`src/rtl/pirq_arb_pkg.sv`:
```
package pirq_arb_pkg;
  localparam int OFS_W = 16;
  typedef logic [OFS_W-1:0] ofs_t;
  localparam ofs_t PHANTOM_OFS = '0;
  localparam int RADDR_VEC  = 0;
  localparam int RADDR_PEND = 1;
endpackage

```
`src/rtl/pirq_prio_enc.sv`:
```
module pirq_prio_enc #(
  parameter int NUM_SRC = 8,
  localparam int IDX_W  = (NUM_SRC > 1) ? $clog2(NUM_SRC) : 1
) (
  input  logic [NUM_SRC-1:0] cand_i,
  output logic [NUM_SRC-1:0] grant_oh_o,
  output logic [IDX_W-1:0]   grant_idx_o,
  output logic               grant_any_o
);
  logic [NUM_SRC-1:0] blocked;

  assign blocked[0] = 1'b0;
  genvar g;
  generate
    for (g = 1; g < NUM_SRC; g++) begin : g_chain
      assign blocked[g] = blocked[g-1] | cand_i[g-1];
    end
    for (g = 0; g < NUM_SRC; g++) begin : g_grant
      assign grant_oh_o[g] = cand_i[g] & ~blocked[g];
    end
  endgenerate

  always_comb begin
    grant_idx_o = '0;
    for (int i = 0; i < NUM_SRC; i++) begin
      if (grant_oh_o[i]) grant_idx_o = grant_idx_o | IDX_W'(i);
    end
  end

  assign grant_any_o = |cand_i;

  always_comb begin
    assert ($onehot0(grant_oh_o)) else $error("AST_GRANT_ONEHOT");
  end
endmodule

```
`src/rtl/pirq_pend_bank.sv`:
```
module pirq_pend_bank #(
  parameter int NUM_SRC = 8
) (
  input  logic               clk,
  input  logic               rst_n,
  input  logic [NUM_SRC-1:0] req_i,
  input  logic [NUM_SRC-1:0] clr_oh_i,
  input  logic               clr_en_i,
  output logic [NUM_SRC-1:0] pend_q
);
  logic [NUM_SRC-1:0] pend_d;

  genvar g;
  generate
    for (g = 0; g < NUM_SRC; g++) begin : g_bit
      always_comb begin
        pend_d[g] = pend_q[g];
        if (clr_en_i && clr_oh_i[g]) pend_d[g] = 1'b0;
        if (req_i[g])                pend_d[g] = 1'b1;
      end
    end
  endgenerate

  always_ff @(posedge clk or negedge rst_n) begin
    if (!rst_n) pend_q <= '0;
    else        pend_q <= pend_d;
  end

  AST_REQ_KEPT: assert property (@(posedge clk) disable iff (!rst_n)
    (|req_i) |=> ((pend_q & $past(req_i)) == $past(req_i)));

  AST_ACK_CLEARS: assert property (@(posedge clk) disable iff (!rst_n)
    (clr_en_i && (|clr_oh_i) && !(|(req_i & clr_oh_i)))
      |=> ((pend_q & $past(clr_oh_i)) == '0));

  AST_OTHERS_KEPT: assert property (@(posedge clk) disable iff (!rst_n)
    clr_en_i |=> ((pend_q & ~$past(clr_oh_i)) ==
                  (($past(pend_q) | $past(req_i)) & ~$past(clr_oh_i))));
endmodule

```
`src/rtl/pirq_vec_reg.sv`:
```
module pirq_vec_reg
  import pirq_arb_pkg::*;
#(
  parameter int NUM_SRC = 8,
  localparam int IDX_W  = (NUM_SRC > 1) ? $clog2(NUM_SRC) : 1
) (
  input  logic             clk,
  input  logic             rst_n,
  input  logic             ack_i,
  input  logic             grant_any_i,
  input  logic [IDX_W-1:0] grant_idx_i,
  output ofs_t             vec_q
);
  ofs_t vec_d;
  logic vec_load;

  assign vec_load = ack_i;

  always_comb begin
    vec_d = vec_q;
    if (vec_load) begin
      if (grant_any_i) vec_d = ofs_t'(grant_idx_i) + ofs_t'(1);
      else             vec_d = PHANTOM_OFS;
    end
  end

  always_ff @(posedge clk or negedge rst_n) begin
    if (!rst_n) vec_q <= PHANTOM_OFS;
    else        vec_q <= vec_d;
  end

  AST_VEC_HOLD: assert property (@(posedge clk) disable iff (!rst_n)
    !ack_i |=> $stable(vec_q));
endmodule

```
`src/rtl/pirq_vector_arb.sv`:
```
module pirq_vector_arb
  import pirq_arb_pkg::*;
#(
  parameter int NUM_SRC = 8,
  parameter int ADDR_W  = 2,
  localparam int IDX_W  = (NUM_SRC > 1) ? $clog2(NUM_SRC) : 1
) (
  input  logic               clk,
  input  logic               rst_n,
  input  logic [NUM_SRC-1:0] req_i,
  input  logic [NUM_SRC-1:0] en_i,
  input  logic               ack_i,
  output logic               core_irq_o,
  input  logic [ADDR_W-1:0]  rd_addr_i,
  output logic [OFS_W-1:0]   rd_data_o
);
  logic               rst_meta, rst_sync_n;
  logic [NUM_SRC-1:0] pend_q, cand, grant_oh;
  logic [IDX_W-1:0]   grant_idx;
  logic               grant_any;
  ofs_t               vec_q;

  always_ff @(posedge clk or negedge rst_n) begin
    if (!rst_n) begin
      rst_meta   <= 1'b0;
      rst_sync_n <= 1'b0;
    end else begin
      rst_meta   <= 1'b1;
      rst_sync_n <= rst_meta;
    end
  end

  pirq_pend_bank #(.NUM_SRC(NUM_SRC)) u_pend (
    .clk      (clk),
    .rst_n    (rst_sync_n),
    .req_i    (req_i),
    .clr_oh_i (grant_oh),
    .clr_en_i (ack_i),
    .pend_q   (pend_q)
  );

  assign cand = pend_q & en_i;

  pirq_prio_enc #(.NUM_SRC(NUM_SRC)) u_prio (
    .cand_i      (cand),
    .grant_oh_o  (grant_oh),
    .grant_idx_o (grant_idx),
    .grant_any_o (grant_any)
  );

  pirq_vec_reg #(.NUM_SRC(NUM_SRC)) u_vec (
    .clk         (clk),
    .rst_n       (rst_sync_n),
    .ack_i       (ack_i),
    .grant_any_i (grant_any),
    .grant_idx_i (grant_idx),
    .vec_q       (vec_q)
  );

  assign core_irq_o = |cand;

  always_comb begin
    rd_data_o = '0;
    if (int'(rd_addr_i) == RADDR_VEC)       rd_data_o = vec_q;
    else if (int'(rd_addr_i) == RADDR_PEND) rd_data_o = ofs_t'(pend_q);
  end

  AST_IRQ_CAUSE: assert property (@(posedge clk) disable iff (!rst_sync_n)
    $rose(core_irq_o) |-> ($past(|req_i) || !$stable(en_i)));

  AST_VEC_RANGE: assert property (@(posedge clk) disable iff (!rst_sync_n)
    (ack_i && (|(pend_q & en_i)))
      |=> (vec_q != PHANTOM_OFS && vec_q <= ofs_t'(NUM_SRC)));

  AST_PHANTOM: assert property (@(posedge clk) disable iff (!rst_sync_n)
    (ack_i && !(|(pend_q & en_i))) |=> (vec_q == PHANTOM_OFS));
endmodule

```
`config.mk`:
```
export PLATFORM = sky130hd
export DESIGN_NAME = pirq_vector_arb
export DESIGN_NICKNAME = d
export VERILOG_FILES = /design/src/rtl/pirq_arb_pkg.sv /design/src/rtl/pirq_prio_enc.sv /design/src/rtl/pirq_pend_bank.sv /design/src/rtl/pirq_vec_reg.sv /design/src/rtl/pirq_vector_arb.sv
export SDC_FILE = /design/constraint.sdc
export NUM_CORES = 1
export LEC_CHECK = 0
export BUFFER_PORTS_ARGS = -buffer_cell sky130_fd_sc_hd__buf_4
export CORE_MARGIN = 5
export CORE_UTILIZATION = 48
export DETAILED_ROUTE_END_ITERATION = 16
export PLACE_DENSITY = 0.89
export SLEW_MARGIN = 15
export SYNTH_ARGS = -nofsm -noshare
export SYNTH_HDL_FRONTEND = slang
export SYNTH_SLANG_ARGS = --single-unit
```
`constraint.sdc`:
```
create_clock -name clk -period 3.6 [get_ports clk]
set_clock_uncertainty 0.2 [all_clocks]
set_input_delay 0.18 -clock clk [delete_from_list [all_inputs] [get_ports clk]]
set_output_delay 0.18 -clock clk [all_outputs]
set_load 0.05 [all_outputs]
```
# --- Yosys cells after proc, flatten, opt, wreduce, memory -nomap -nowiden ---
# Cells that the tools add are included.
totals:
  latch_bits: 0
  inputBits: 21
  memories: 0
  mem_bits_ro: 0
  ff_bits: 26
  elab_cells: 78
  ramBits: 0
op_classes:
  multipliers: 0
  reduce_logical: 18
  add_sub_neg: 1
  magnitude_cmp: 0
  n_mux: 26
  div: 0
  eq_ne: 1
  bitwise: 21
  n_shift: 0
ops:
  columns: ["cell", "count"]
  rows:
  - ["2-to-1 mux 16 bit", 2]
  - ["2-to-1 mux 1 bit", 17]
  - ["nonzero test 2 bit", 8]
  - ["2-to-1 mux 3 bit", 4]
  - ["bitwise AND 8 bit", 1]
  - ["logical AND 1 bit", 8]
  - ["2-to-1 mux 8 bit", 1]
  - ["OR reduction 8 bit", 1]
  - ["bitwise AND 1 bit", 7]
  - ["NOT 1 bit", 7]
  - ["bitwise OR 1 bit", 6]
  - ["adder 3 x 1 -> 4 bit, second input constant", 1]
  - ["2-to-1 mux 2 bit", 2]
  - ["== test 2 bit, second input constant", 1]
  - ["zero test 2 bit", 1]

# --- Longest topological paths before layout ---
depth:
  depth_word: 12
  depth_mapped: 7
  depth_no_buf: 7

# --- Modules after synthesis ---
# Synthesis repeated with hierarchy kept, for this count alone.
unflattened:
  hier_cells: 121
  hier_area_um2: 1022.2
modules_own_cells:
  columns: ["mod", "seq_area_each_um2", "cells_per_inst", "instances", "area_each_um2"]
  rows:
  - ["pirq_vector_arb", 50.0, 41, 1, 299.0]
  - ["pirq_pend_bank", 200.2, 25, 1, 297.8]
  - ["pirq_vec_reg", 100.1, 31, 1, 279.0]
  - ["pirq_prio_enc", 0.0, 24, 1, 146.4]

# --- Worst setup path before layout ---
# No wires, ideal clock.
synth_path:
  kind: "register to register"
  from: "register u_pend.pend_q[0]"
  to: "register u_vec.vec_q[0]"
  synth_period_minus_slack_ps: 2230
  stages_incl_launch_ff: 5
  arrival_time_ps: 1898
  t_required_ps: 3268
  setup_time_ps: 132
  setup_slack_ps: 1370
  path_cell_list: "dfrtp_1 a222oi_1 nand4_1 nand3b_1 o22ai_1"
synth_via:
  word_cells_on_any_way: 25
  classes_between: "add/sub (1); mux (8); bitwise (15); reduce/logical (1)"
synth_rtl:
  columns: ["element", "line_no", "source"]
  rows:
  - ["start, declared", "pirq_pend_bank.sv:9", "output logic [NUM_SRC-1:0] pend_q"]
  - ["start signal, assigned", "pirq_pend_bank.sv:26", "else pend_q <= pend_d;"]
  - ["bitwise AND 8 bit", "pirq_vector_arb.sv:42", "assign cand = pend_q & en_i;"]
  - ["OR reduction 8 bit", null, null]
  - ["via core_irq_o", "pirq_vector_arb.sv:13", "output logic core_irq_o,"]
  - ["2-to-1 mux 16 bit", "pirq_vec_reg.sv:22", "if (grant_any_i) vec_d = ofs_t'(grant_idx_i) + ofs_t'(1);"]
  - ["end signal, assigned", "pirq_vec_reg.sv:29", "else vec_q <= vec_d;"]
  - ["end, declared", "pirq_vec_reg.sv:12", "output ofs_t vec_q"]
# The timed path passes the listed nets, and every way through them passes these cells.
# A chain may end at the register's enable or synchronous reset.

# --- Worst setup path in the final report ---
layout_path:
  from: "register u_pend.pend_q[0]"
  to: "output core_irq_o"
layout_via:
  elab_chain_cells: 2
layout_rtl:
  columns: ["element", "line_no", "source"]
  rows:
  - ["bitwise AND 8 bit", "pirq_vector_arb.sv:42", null]
  - ["OR reduction 8 bit", "pirq_vector_arb.sv:60", "assign core_irq_o = |cand;"]
  - ["end, declared", "pirq_vector_arb.sv:13", null]
# Every way passes these cells.

==> flow_summary.json <==
{
  "run_status": "complete, but fails checks",
  "violations": "hold timing",
  "syn_to_final_growth_pct": 40.8,
  "ys_types": 27,
  "yosysTopAreaCellShare_pct": 43.5,
  "fp-row-count": 14,
  "relSlewSlack_pct": 55.3,
  "antenna_found_initial": 0,
  "h-tree-depth": 1,
  "synth_most_common_cell": "dfrtp_1",
  "drive_gt1_share_pct": 27.3,
  "place.gp.congestion": 0.840,
  "async_reset_ff_share_pct": 100,
  "start_util_pct": 52.3,
  "grt_max_degree": 13,
  "fin_crit_ns": 2.36,
  "min_path_type": "flop to asynchronous set/reset pin",
  "io_pins": 38,
  "synthCells": 88,
  "fin_setup_tns_ns": 0,
  "crit_path_start": "u_pend.pend_q[0]",
  "cp_cell_sequence": "a222oi_1 > nand4_1 > buf_4",
  "min_period_over_period_pct": 65.6,
  "vias": 804,
  "grt_pass1_wl_um": 3390,
  "syn_area_um2": 806,
  "drt_iter0_markers": 20,
  "fin_nets": 152,
  "finalHoldViolCount": 2,
  "drc": 0,
  "viasPerCell": 5.58,
  "numCtsBuffers": 3,
  "core_area_mm2": 0.00154,
  "leakagePower_uw": 0.000539,
  "dieArea_mm2": 0.00260,
  "cts_tree": "yes",
  "ir_drop_v": 0.000300,
  "max-cap-violations": 0,
  "arrival_ns": 1.98,
  "finalMaxSlewViolations": 0,
  "ys_seq_elements": 14,
  "die_x_um": 51.0,
  "hpwl_um": 1620,
  "clock-root-buffer": "clkbuf_4",
  "postSynthAreaPerCell_um2": 9.16,
  "overflow": 0,
  "crit_path_top_delay_cell": "a222oi_1",
  "rsz0062_at_grt": "false",
  "grt.total_usage_pct": 17.0,
  "fmax_mhz": 424,
  "first_pass_iters": 4,
  "yosys.area.top_type": "dfrtp_1",
  "ys_warn_count": 0,
  "r2r_start": "u_pend.pend_q[4]",
  "endpoint_kind": "output pin",
  "post_cts_resized": 0,
  "clk_latency_ns": 0.28,
  "synth_edf_count": 0,
  "grt_pass1_vias": 808,
  "worstSetupStartpointType": "flop",
  "fin_worst_hold_slack_ns": -0.00188,
  "finalSetupViolCount": 0,
  "powerDensity_mw_per_mm2": 341,
  "clkSinkCount": 14,
  "clockBufferDepth": 2,
  "seq_area_frac_synth_pct": 43.5,
  "max_stage_delay_ns": 0.65,
  "cp.required_ns": 3.22,
  "worst_slew_pin_slew_ns": 0.670,
  "cts.clk_slew.worst_paths_ns": 0.08,
  "path_buf_inv": 1,
  "antenna_cells": 0,
  "cp_max_fo": 5,
  "synth_common_cells": "dfrtp_1 (14), nand2_1 (11), a21o_1 (8), buf_4 (8)",
  "path_class": "flop to output pin",
  "routed_wl_um": 2140,
  "ant_nets": 0,
  "wl_per_cell_um": 14.9,
  "die_h_um": 51.0,
  "nFillCells": 120,
  "cpLargestDelayFamily": "compound AO/OA/AOI/OAI gates",
  "portBuffers": 29,
  "dominantRegCellSynth": "dfrtp_1",
  "synth_area_leaders": "dfrtp_1 (43%), a21o_1 (7.5%), buf_4 (7.5%), nand2_1 (5.1%), mux2i_1 (5.0%)"
}
## area by class of cell
class,count,area (um2),share of cell area (%)
repair buffers,40,328,28.9
inverters,3,11.3,0.992
multi-input cells,68,403,35.5
well taps,16,20.0,1.76
clock buffers,3,22.5,1.98
flip-flops and latches,14,350,30.9
## worst paths after layout
path                                    end  slack (ns)  cells after the start
min in group clk           u_pend.pend_q[3]        0.01                      3
setup reg to reg             u_vec.vec_q[1]        1.29                      7
max in group asynchronous          rst_meta        2.54                      3
setup / recovery                 core_irq_o        1.24                      3
hold reg to reg            u_pend.pend_q[5]      -0.002                      0
hold / removal             u_pend.pend_q[5]      -0.002                      0
## layer usage
layer	GRT usage, %	part of all wire (%)	vias to the layer above
met1	17.5	35	366
met3	4.65	12	10
met2	30.0	50	53
li1	-	-	375
met4	10.6	2.8	0
met5	0	0	-
## cells in the final DEF, fill, tap and decap left out
master,synthesis,routed
ha_1,1,1
nand3_1,6,6
mux2_2,1,1
and2_1,4,4
nand4_1,2,2
o22ai_1,1,1
a22oi_1,1,1
mux2i_1,4,4
nand2b_1,1,1
or2_2,1,1
conb_1,2,9
dlygate4sd3_1,0,11
a21oi_1,1,1
clkbuf_4,0,3
a32oi_1,1,1
and3_2,1,1
nor2_1,6,6
dfrtp_1,14,14
a222oi_1,2,2
a21o_1,8,8
nor2b_1,1,1
buf_4,8,29
a31oi_1,3,3
inv_1,3,3
nand2_1,11,11
a211o_1,1,1
o21ai_0,1,1
nand3b_1,1,1
## sequential cells by signal, indices dropped and copies added (netlist names)
signal	flops
u_vec.vec_q	4
rst_sync_n	1
u_pend.pend_q	8
rst_meta	1
## logic make-up (layout without fill, tap and decap cells)
kind of cell / Yosys count / after routing / share of synthesized area (%)
buffers and inverters: 13 / 46 / 9.78
and+or+nand+nor: 34 / 34 / 20.5
DFF: 14 / 14 / 43.5
other: 2 / 9 / 0.932
AOI/OAI and AO/OA: 19 / 19 / 17.4
muxes: 5 / 5 / 6.37
adders and majority gates: 1 / 1 / 1.55
## through the flow
stage	instances	utilization [%]	instance area, um2	total power [uW]	worst slack [ns]
6_report	144	73.6	1130	387	1.24
2_1_floorplan	95	-	832	257	1.37
3_3_place_gp	130	65.0	1000	287	1.48
5_1_grt	144	73.6	1130	407	1.13
3_5_place_dp	130	65.0	1000	290	1.37
4_1_cts	144	73.6	1130	386	1.27
## power breakdown
part / internal (uW) / switching [uW]
registers: 166 / 8.97
logic: 47.6 / 74.3
clock network: 38.8 / 50.6
## repair_timing
item                      4_1_cts  5_1_grt
hold buffers                   11        0
setup buffers                   0        0
hold endpoints to repair       13        0
Note: power is estimated with default switching activity, not from simulation.
